### config.mk
export PLATFORM = sky130hd
export DESIGN_NAME = desc_commit_port
export DESIGN_NICKNAME = d
export VERILOG_FILES = /design/src/rtl/desc_pkg.sv /design/src/rtl/desc_stage.sv /design/src/rtl/desc_store.sv /design/src/rtl/desc_view.sv /design/src/rtl/desc_commit_port.sv
export SDC_FILE = /design/constraint.sdc
export NUM_CORES = 2
export LEC_CHECK = 0
export ABC_CLOCK_PERIOD_IN_PS = 39800
export BUFFER_PORTS_ARGS = -buffer_cell sky130_fd_sc_hd__buf_2
export CORE_AREA = 3 3 326 457
export CTS_CLUSTER_DIAMETER = 100
export DETAILED_ROUTE_END_ITERATION = 8
export DIE_AREA = 0 0 329 460
export PLACE_DENSITY_LB_ADDON = 0.2
export REMOVE_ABC_BUFFERS = 1
export SLEW_MARGIN = 20
export SYNTH_ARGS = -nofsm -noshare
export SYNTH_HDL_FRONTEND = slang
export SYNTH_SLANG_ARGS = --single-unit
### constraint.sdc
create_clock -name clk_i -period 39.8 [get_ports clk_i]
set_input_delay 11.94 -clock clk_i [delete_from_list [all_inputs] [get_ports clk_i]]
set_output_delay 11.94 -clock clk_i [all_outputs]
set_load 0.005 [all_outputs]
### src/rtl/desc_pkg.sv
package desc_pkg;
  localparam int unsigned WORD_W  = 32;
  localparam int unsigned N_WORDS = 8;
  localparam int unsigned CTRL_W  = 25;
  localparam int unsigned CTRL_IDX = 7;

  // member order puts word 0 at the LSB
  typedef struct packed {
    logic [31:0] ctrl;
    logic [31:0] dst_hi;
    logic [31:0] src_hi;
    logic [31:0] stride;
    logic [31:0] burst_seq;
    logic [31:0] len;
    logic [31:0] dst_lo;
    logic [31:0] src_lo;
  } desc_t;

  typedef enum logic {SIDE_RD = 1'b0, SIDE_WR = 1'b1} side_e;
endpackage

### src/rtl/desc_stage.sv
module desc_stage
  import desc_pkg::*;
(
  input  logic        clk_i,
  input  logic        rst_ni,
  input  logic        wr_en_i,
  input  logic [2:0]  wr_idx_i,
  input  logic [31:0] wr_data_i,
  output logic        commit_o,
  output desc_t       desc_o
);
  localparam int unsigned N_STAGED = N_WORDS - 1;

  logic [N_STAGED-1:0][WORD_W-1:0] stage_q;

  for (genvar g = 0; g < N_STAGED; g++) begin : g_word
    always_ff @(posedge clk_i or negedge rst_ni) begin
      if (!rst_ni) stage_q[g] <= '0;
      else if (wr_en_i && wr_idx_i == 3'(g)) stage_q[g] <= wr_data_i;
    end
  end

  assign commit_o = wr_en_i && (wr_idx_i == 3'(CTRL_IDX)) && wr_data_i[31];

  // control word goes straight from the bus into the pushed entry
  assign desc_o = desc_t'({wr_data_i, stage_q});
endmodule

### src/rtl/desc_store.sv
module desc_store
  import desc_pkg::*;
#(
  parameter int unsigned DEPTH = 8,
  localparam int unsigned PTR_W = (DEPTH > 1) ? $clog2(DEPTH) : 1,
  localparam int unsigned CNT_W = $clog2(DEPTH + 1)
) (
  input  logic             clk_i,
  input  logic             rst_ni,
  input  logic             push_i,
  input  desc_t            desc_i,
  input  logic             rd_pop_i,
  input  logic             wr_pop_i,
  output desc_t            rd_head_o,
  output desc_t            wr_head_o,
  output logic [CNT_W-1:0] rd_cnt_o,
  output logic [CNT_W-1:0] wr_cnt_o,
  output logic             full_o,
  output logic             empty_o,
  output logic             overflow_o
);
  localparam logic [CNT_W-1:0] CNT_MAX = CNT_W'(DEPTH);
  localparam logic [PTR_W-1:0] PTR_LAST = PTR_W'(DEPTH - 1);

  desc_t            mem_q [DEPTH];
  logic [PTR_W-1:0] wptr_q, rptr_rd_q, rptr_wr_q;
  logic [CNT_W-1:0] cnt_rd_q, cnt_wr_q;
  logic             ovf_q;
  logic             push_ok, pop_rd, pop_wr;

  function automatic logic [PTR_W-1:0] ptr_next(logic [PTR_W-1:0] p);
    return (p == PTR_LAST) ? '0 : p + 1'b1;
  endfunction

  assign full_o  = (cnt_rd_q == CNT_MAX) || (cnt_wr_q == CNT_MAX);
  assign empty_o = (cnt_rd_q == '0) && (cnt_wr_q == '0);
  assign push_ok = push_i && !full_o;
  assign pop_rd  = rd_pop_i && (cnt_rd_q != '0);
  assign pop_wr  = wr_pop_i && (cnt_wr_q != '0);

  always_ff @(posedge clk_i) begin
    if (push_ok) mem_q[wptr_q] <= desc_i;
  end

  always_ff @(posedge clk_i or negedge rst_ni) begin
    if (!rst_ni) begin
      wptr_q    <= '0;
      rptr_rd_q <= '0;
      rptr_wr_q <= '0;
      cnt_rd_q  <= '0;
      cnt_wr_q  <= '0;
      ovf_q     <= 1'b0;
    end else begin
      if (push_ok) wptr_q <= ptr_next(wptr_q);
      if (pop_rd)  rptr_rd_q <= ptr_next(rptr_rd_q);
      if (pop_wr)  rptr_wr_q <= ptr_next(rptr_wr_q);
      cnt_rd_q <= cnt_rd_q + CNT_W'(push_ok) - CNT_W'(pop_rd);
      cnt_wr_q <= cnt_wr_q + CNT_W'(push_ok) - CNT_W'(pop_wr);
      if (push_i && full_o) ovf_q <= 1'b1;
    end
  end

  assign rd_head_o  = mem_q[rptr_rd_q];
  assign wr_head_o  = mem_q[rptr_wr_q];
  assign rd_cnt_o   = cnt_rd_q;
  assign wr_cnt_o   = cnt_wr_q;
  assign overflow_o = ovf_q;

  p_cnt_bound_r11: assert property (@(posedge clk_i) disable iff (!rst_ni)
    (cnt_rd_q <= CNT_MAX) && (cnt_wr_q <= CNT_MAX));
  p_ovf_sticky_r9: assert property (@(posedge clk_i) disable iff (!rst_ni)
    ovf_q |=> ovf_q);
  p_ptr_sync_r10: assert property (@(posedge clk_i) disable iff (!rst_ni)
    (cnt_rd_q == cnt_wr_q) |-> (rptr_rd_q == rptr_wr_q));
endmodule

### src/rtl/desc_view.sv
module desc_view
  import desc_pkg::*;
#(
  parameter side_e SIDE = SIDE_RD
) (
  input  desc_t              desc_i,
  output logic [63:0]        addr_o,
  output logic [31:0]        len_o,
  output logic [7:0]         burst_o,
  output logic [15:0]        stride_o,
  output logic [15:0]        seq_o,
  output logic [CTRL_W-1:0]  ctrl_o
);
  if (SIDE == SIDE_RD) begin : g_rd
    assign addr_o   = {desc_i.src_hi, desc_i.src_lo};
    assign burst_o  = desc_i.burst_seq[23:16];
    assign stride_o = desc_i.stride[15:0];
  end else begin : g_wr
    assign addr_o   = {desc_i.dst_hi, desc_i.dst_lo};
    assign burst_o  = desc_i.burst_seq[31:24];
    assign stride_o = desc_i.stride[31:16];
  end
  assign len_o  = desc_i.len;
  assign seq_o  = desc_i.burst_seq[15:0];
  assign ctrl_o = desc_i.ctrl[CTRL_W-1:0];
endmodule

### src/rtl/desc_commit_port.sv
module desc_commit_port
  import desc_pkg::*;
#(
  parameter int unsigned DEPTH  = 8,
  parameter int unsigned FILL_W = 16
) (
  input  logic              clk_i,
  input  logic              rst_ni,
  input  logic              wr_en_i,
  input  logic [2:0]        wr_idx_i,
  input  logic [31:0]       wr_data_i,
  input  logic              rd_pop_i,
  input  logic              wr_pop_i,
  output logic              rd_valid_o,
  output logic [63:0]       rd_addr_o,
  output logic [31:0]       rd_len_o,
  output logic [7:0]        rd_burst_o,
  output logic [15:0]       rd_stride_o,
  output logic [15:0]       rd_seq_o,
  output logic [24:0]       rd_ctrl_o,
  output logic              wr_valid_o,
  output logic [63:0]       wr_addr_o,
  output logic [31:0]       wr_len_o,
  output logic [7:0]        wr_burst_o,
  output logic [15:0]       wr_stride_o,
  output logic [15:0]       wr_seq_o,
  output logic [24:0]       wr_ctrl_o,
  output logic [FILL_W-1:0] rd_fill_o,
  output logic [FILL_W-1:0] wr_fill_o,
  output logic              empty_o,
  output logic              full_o,
  output logic              overflow_o
);
  localparam int unsigned CNT_W = $clog2(DEPTH + 1);

  logic             commit;
  desc_t            staged, rd_head, wr_head;
  logic [CNT_W-1:0] rd_cnt, wr_cnt;

  desc_stage i_stage (
    .clk_i, .rst_ni, .wr_en_i, .wr_idx_i, .wr_data_i,
    .commit_o (commit),
    .desc_o   (staged)
  );

  desc_store #(.DEPTH(DEPTH)) i_store (
    .clk_i, .rst_ni,
    .push_i     (commit),
    .desc_i     (staged),
    .rd_pop_i,
    .wr_pop_i,
    .rd_head_o  (rd_head),
    .wr_head_o  (wr_head),
    .rd_cnt_o   (rd_cnt),
    .wr_cnt_o   (wr_cnt),
    .full_o,
    .empty_o,
    .overflow_o
  );

  desc_view #(.SIDE(SIDE_RD)) i_view_rd (
    .desc_i (rd_head), .addr_o (rd_addr_o), .len_o (rd_len_o),
    .burst_o (rd_burst_o), .stride_o (rd_stride_o), .seq_o (rd_seq_o),
    .ctrl_o (rd_ctrl_o)
  );

  desc_view #(.SIDE(SIDE_WR)) i_view_wr (
    .desc_i (wr_head), .addr_o (wr_addr_o), .len_o (wr_len_o),
    .burst_o (wr_burst_o), .stride_o (wr_stride_o), .seq_o (wr_seq_o),
    .ctrl_o (wr_ctrl_o)
  );

  assign rd_fill_o  = FILL_W'(rd_cnt);
  assign wr_fill_o  = FILL_W'(wr_cnt);
  assign rd_valid_o = (rd_cnt != '0);
  assign wr_valid_o = (wr_cnt != '0);

  logic commit_req, no_pop;
  assign commit_req = wr_en_i && (wr_idx_i == 3'd7) && wr_data_i[31];
  assign no_pop     = !rd_pop_i && !wr_pop_i;

  p_commit_fill_r5: assert property (@(posedge clk_i) disable iff (!rst_ni)
    (commit_req && !full_o && no_pop) |=>
      (rd_fill_o == $past(rd_fill_o) + 1'b1) && (wr_fill_o == $past(wr_fill_o) + 1'b1));
  p_no_commit_r6: assert property (@(posedge clk_i) disable iff (!rst_ni)
    (!commit_req && no_pop) |=> $stable(rd_fill_o) && $stable(wr_fill_o));
  p_drop_full_r9: assert property (@(posedge clk_i) disable iff (!rst_ni)
    (commit_req && full_o && no_pop) |=> $stable(rd_fill_o) && overflow_o);
  p_pop_empty_r10: assert property (@(posedge clk_i) disable iff (!rst_ni)
    (rd_pop_i && !rd_valid_o && !commit_req) |=> (rd_fill_o == '0));
  p_empty_flag_r11: assert property (@(posedge clk_i) disable iff (!rst_ni)
    empty_o |-> (!rd_valid_o && !wr_valid_o));
endmodule

==> impl_metrics.toml <==
[clock_network]
cts_resized = 0
root_buffer = "clkbuf_16"
clock_latency_ns = 0.83
clkTransAtPathRegs_ns = 0.06
htreeDepth = 4
cts.sinks = 2234
cts_setup_buffers = 0
cts_tree = "built"
hold_buffers = 0
cts_buffer_depth = 3
cts_inserted_buffers = 199

[placed_design]
dp_hpwl_um = 96900
gp_congestion = 0.742
port_buffers = 374

[status]
outcome = "finished clean"

[power_and_ir_drop]
powerDensity_nw_per_um2 = 68.8
ir_drop_mv = 0.0770
power.total_mw = 6.81
p_leak_nw = 32.7

[floorplan]
start_util_pct = 60.7
die_h_um = 460
ios = 399
dieWidth_um = 329
row_count = 166
coreArea_um2 = 146000
die-area_um2 = 151000

[logic_synthesis]
synth_top_area_share_pct = 67.7
postSynthAreaPerCell_um2 = 23.6
synth-edff-count = 1992
netlist_area_um2 = 88400
synth_cells = 3744
synth_seq_cells = 2234
ys_seq_area_share_pct = 74.5
yosysWarnings = 0
synth_cell_type_count = 32
ys_top_cells_by_count = "edfxtp_1, mux4_2, mux2_2"
async_flop_share_pct = 10.8
yosys.area.top_type = "edfxtp_1"
synthTopCellsByArea = "edfxtp_1, mux4_2, mux2_2"
synth_ff_type = "edfxtp_1"
synth_most_common_cell = "edfxtp_1"

[setup_path]
crit_chain = "buf_4, buf_4, mux4_2, mux2_2, buf_2"
reg2reg_setup_slack_ns = 34.58
crit_path_start_kind = "register"
cp_max_fo = 46
cp_slowest_cell = "dfrtp_4"
worst_path_most_repeated_cell = "buf_4"
slowest_delay_ns = 1.00
criticalPathCategory = "register to output pin"
critPathRequiredTime_ns = 27.86
end_kind = "output pin"
cp_data_arrival_time_ns = 4.69

[detailed_routing]
routedWlPerCell_um = 30.6
vias = 40900
ant_nets = 0
vias_per_cell = 6.49
wirelength_um = 193000
drcViolationCount = 0
drt-initial-drc-count = 3994
firstDrtPassIters = 5

[finish]
area_growth_pct = 12.1
drive_gt1_share_pct = 44.9
layout.nets = 4245

[global_routing]
grt_pass1_vias = 42800
grtUsageTotal_pct = 26.1
grt_pass1_wl_um = 285000
grt_max_degree = 141
overflow = 0
antenna_found_initial = 3

[sta]
fin_crit_ns = 16.63
rsz0062_at_grt = "no"
slew_violations = 0
slew_headroom_pct = 27.0
finalHoldViolCount = 0
hold_ws_ns = 0.459
clock-skew-final_ns = 0.0215
tightestPinTransition_ns = 1.09
max_clock_freq_ghz = 0.0601
finalCritPeriodShare_pct = 41.8
tns_ns = 0
setup_violations = 0

[run]
maxCapViolations = 0

[hold_path]
hold_path_class = "register to register"
## power by group
part,leakage [nW],internal [mW],switching (mW),total (mW)
sequential,20.9,2.74,0.189,2.93
clock,3.25,1.11,0.818,1.93
combinational,8.61,1.04,0.919,1.96
## critical path, delay by kind of cell, from the launching register on
| kind | cells | cell delay, ns |
|---|---|---|
| buffers and inverters | 3 | 1.80 |
| multiplexers | 2 | 0.90 |
| flip-flops | 1 | 1.00 |
## state kept, by name, summed over array words and instances, names as in the netlist
register and flops:
i_store.wptr_q 3, i_store.rptr_rd_q 3, i_store.rptr_wr_q 3, i_store.overflow_o 1, i_stage.desc_o 224, i_store.wr_cnt_o 4
i_store.mem_q 1992, i_store.rd_cnt_o 4
## cell usage in the layout, fill, tap and decap left out, drive strengths merged, types with 4 or more instances in the layout
cell type | synthesis | final
edfxtp | 1992 | 1992
mux4 | 644 | 644
mux2 | 555 | 555
buf | 134 | 445
clkbuf | 94 | 279
dfrtp | 242 | 242
clkinv | 0 | 65
inv | 18 | 29
conb | 1 | 24
bufinv | 0 | 20
ha | 18 | 18
nor3 | 6 | 6
nor2 | 5 | 5
nand2 | 4 | 4
nor3b | 4 | 4
## per-layer routing
layer | vias up | global-route usage [%] | routed length [µm]
met3 | 228 | 5.87 | 16700
met5 | - | 0 | 0
met2 | 1546 | 41.5 | 95000
met4 | 0 | 5.82 | 3310
li1 | 16700 | - | -
met1 | 22400 | 37.8 | 77800
## cell type report
type / count / area, µm²
fill: 8959 / 46600
sequential: 2234 / 65900
antenna: 3 / 7.51
clock inverter: 99 / 1030
clock buffer: 279 / 5580
tap: 1932 / 2420
inverter: 18 / 67.6
timing repair buffer: 445 / 2570
multi-input combinational: 1287 / 21500
## worst paths after layout
path	start	endpoint	cells after the start
worst min register to register	i_store.overflow_o	i_store.overflow_o	1
worst max-delay path	i_store.rptr_wr_q[0]	wr_len_o[7]	5
worst max register to register	i_store.rd_cnt_o[2]	i_store.mem_q[7][199]	8
worst min-delay path	i_store.overflow_o	i_store.overflow_o	1
max in group asynchronous	rst_ni	i_stage.desc_o[169]	3
min in group asynchronous	rst_ni	i_stage.desc_o[86]	1
## kinds of logic after synthesis
logic type,after synthesis,share of synthesized area (%)
fa+ha+maj,20,0.300
simple gates,35,0.251
mux,1199,23.5
compound gates,5,0.0368
other cells,1,0.00424
flops,2234,74.5
xor+xnor,4,0.0397
buf+inv,246,1.33
## stage by stage
step	instance area, µm²	utilization [%]	instances	worst slack [ns]
6_report	99000	68.0	6297	23.17
5_1_grt	99000	68.0	6295	22.72
4_1_cts	99000	68.0	6293	22.94
3_5_place_dp	92400	63.5	5915	23.20
3_3_place_gp	92400	63.5	5915	23.26
2_1_floorplan	87300	-	3539	0.298
No activity file was read; power rests on OpenSTA's default activity.
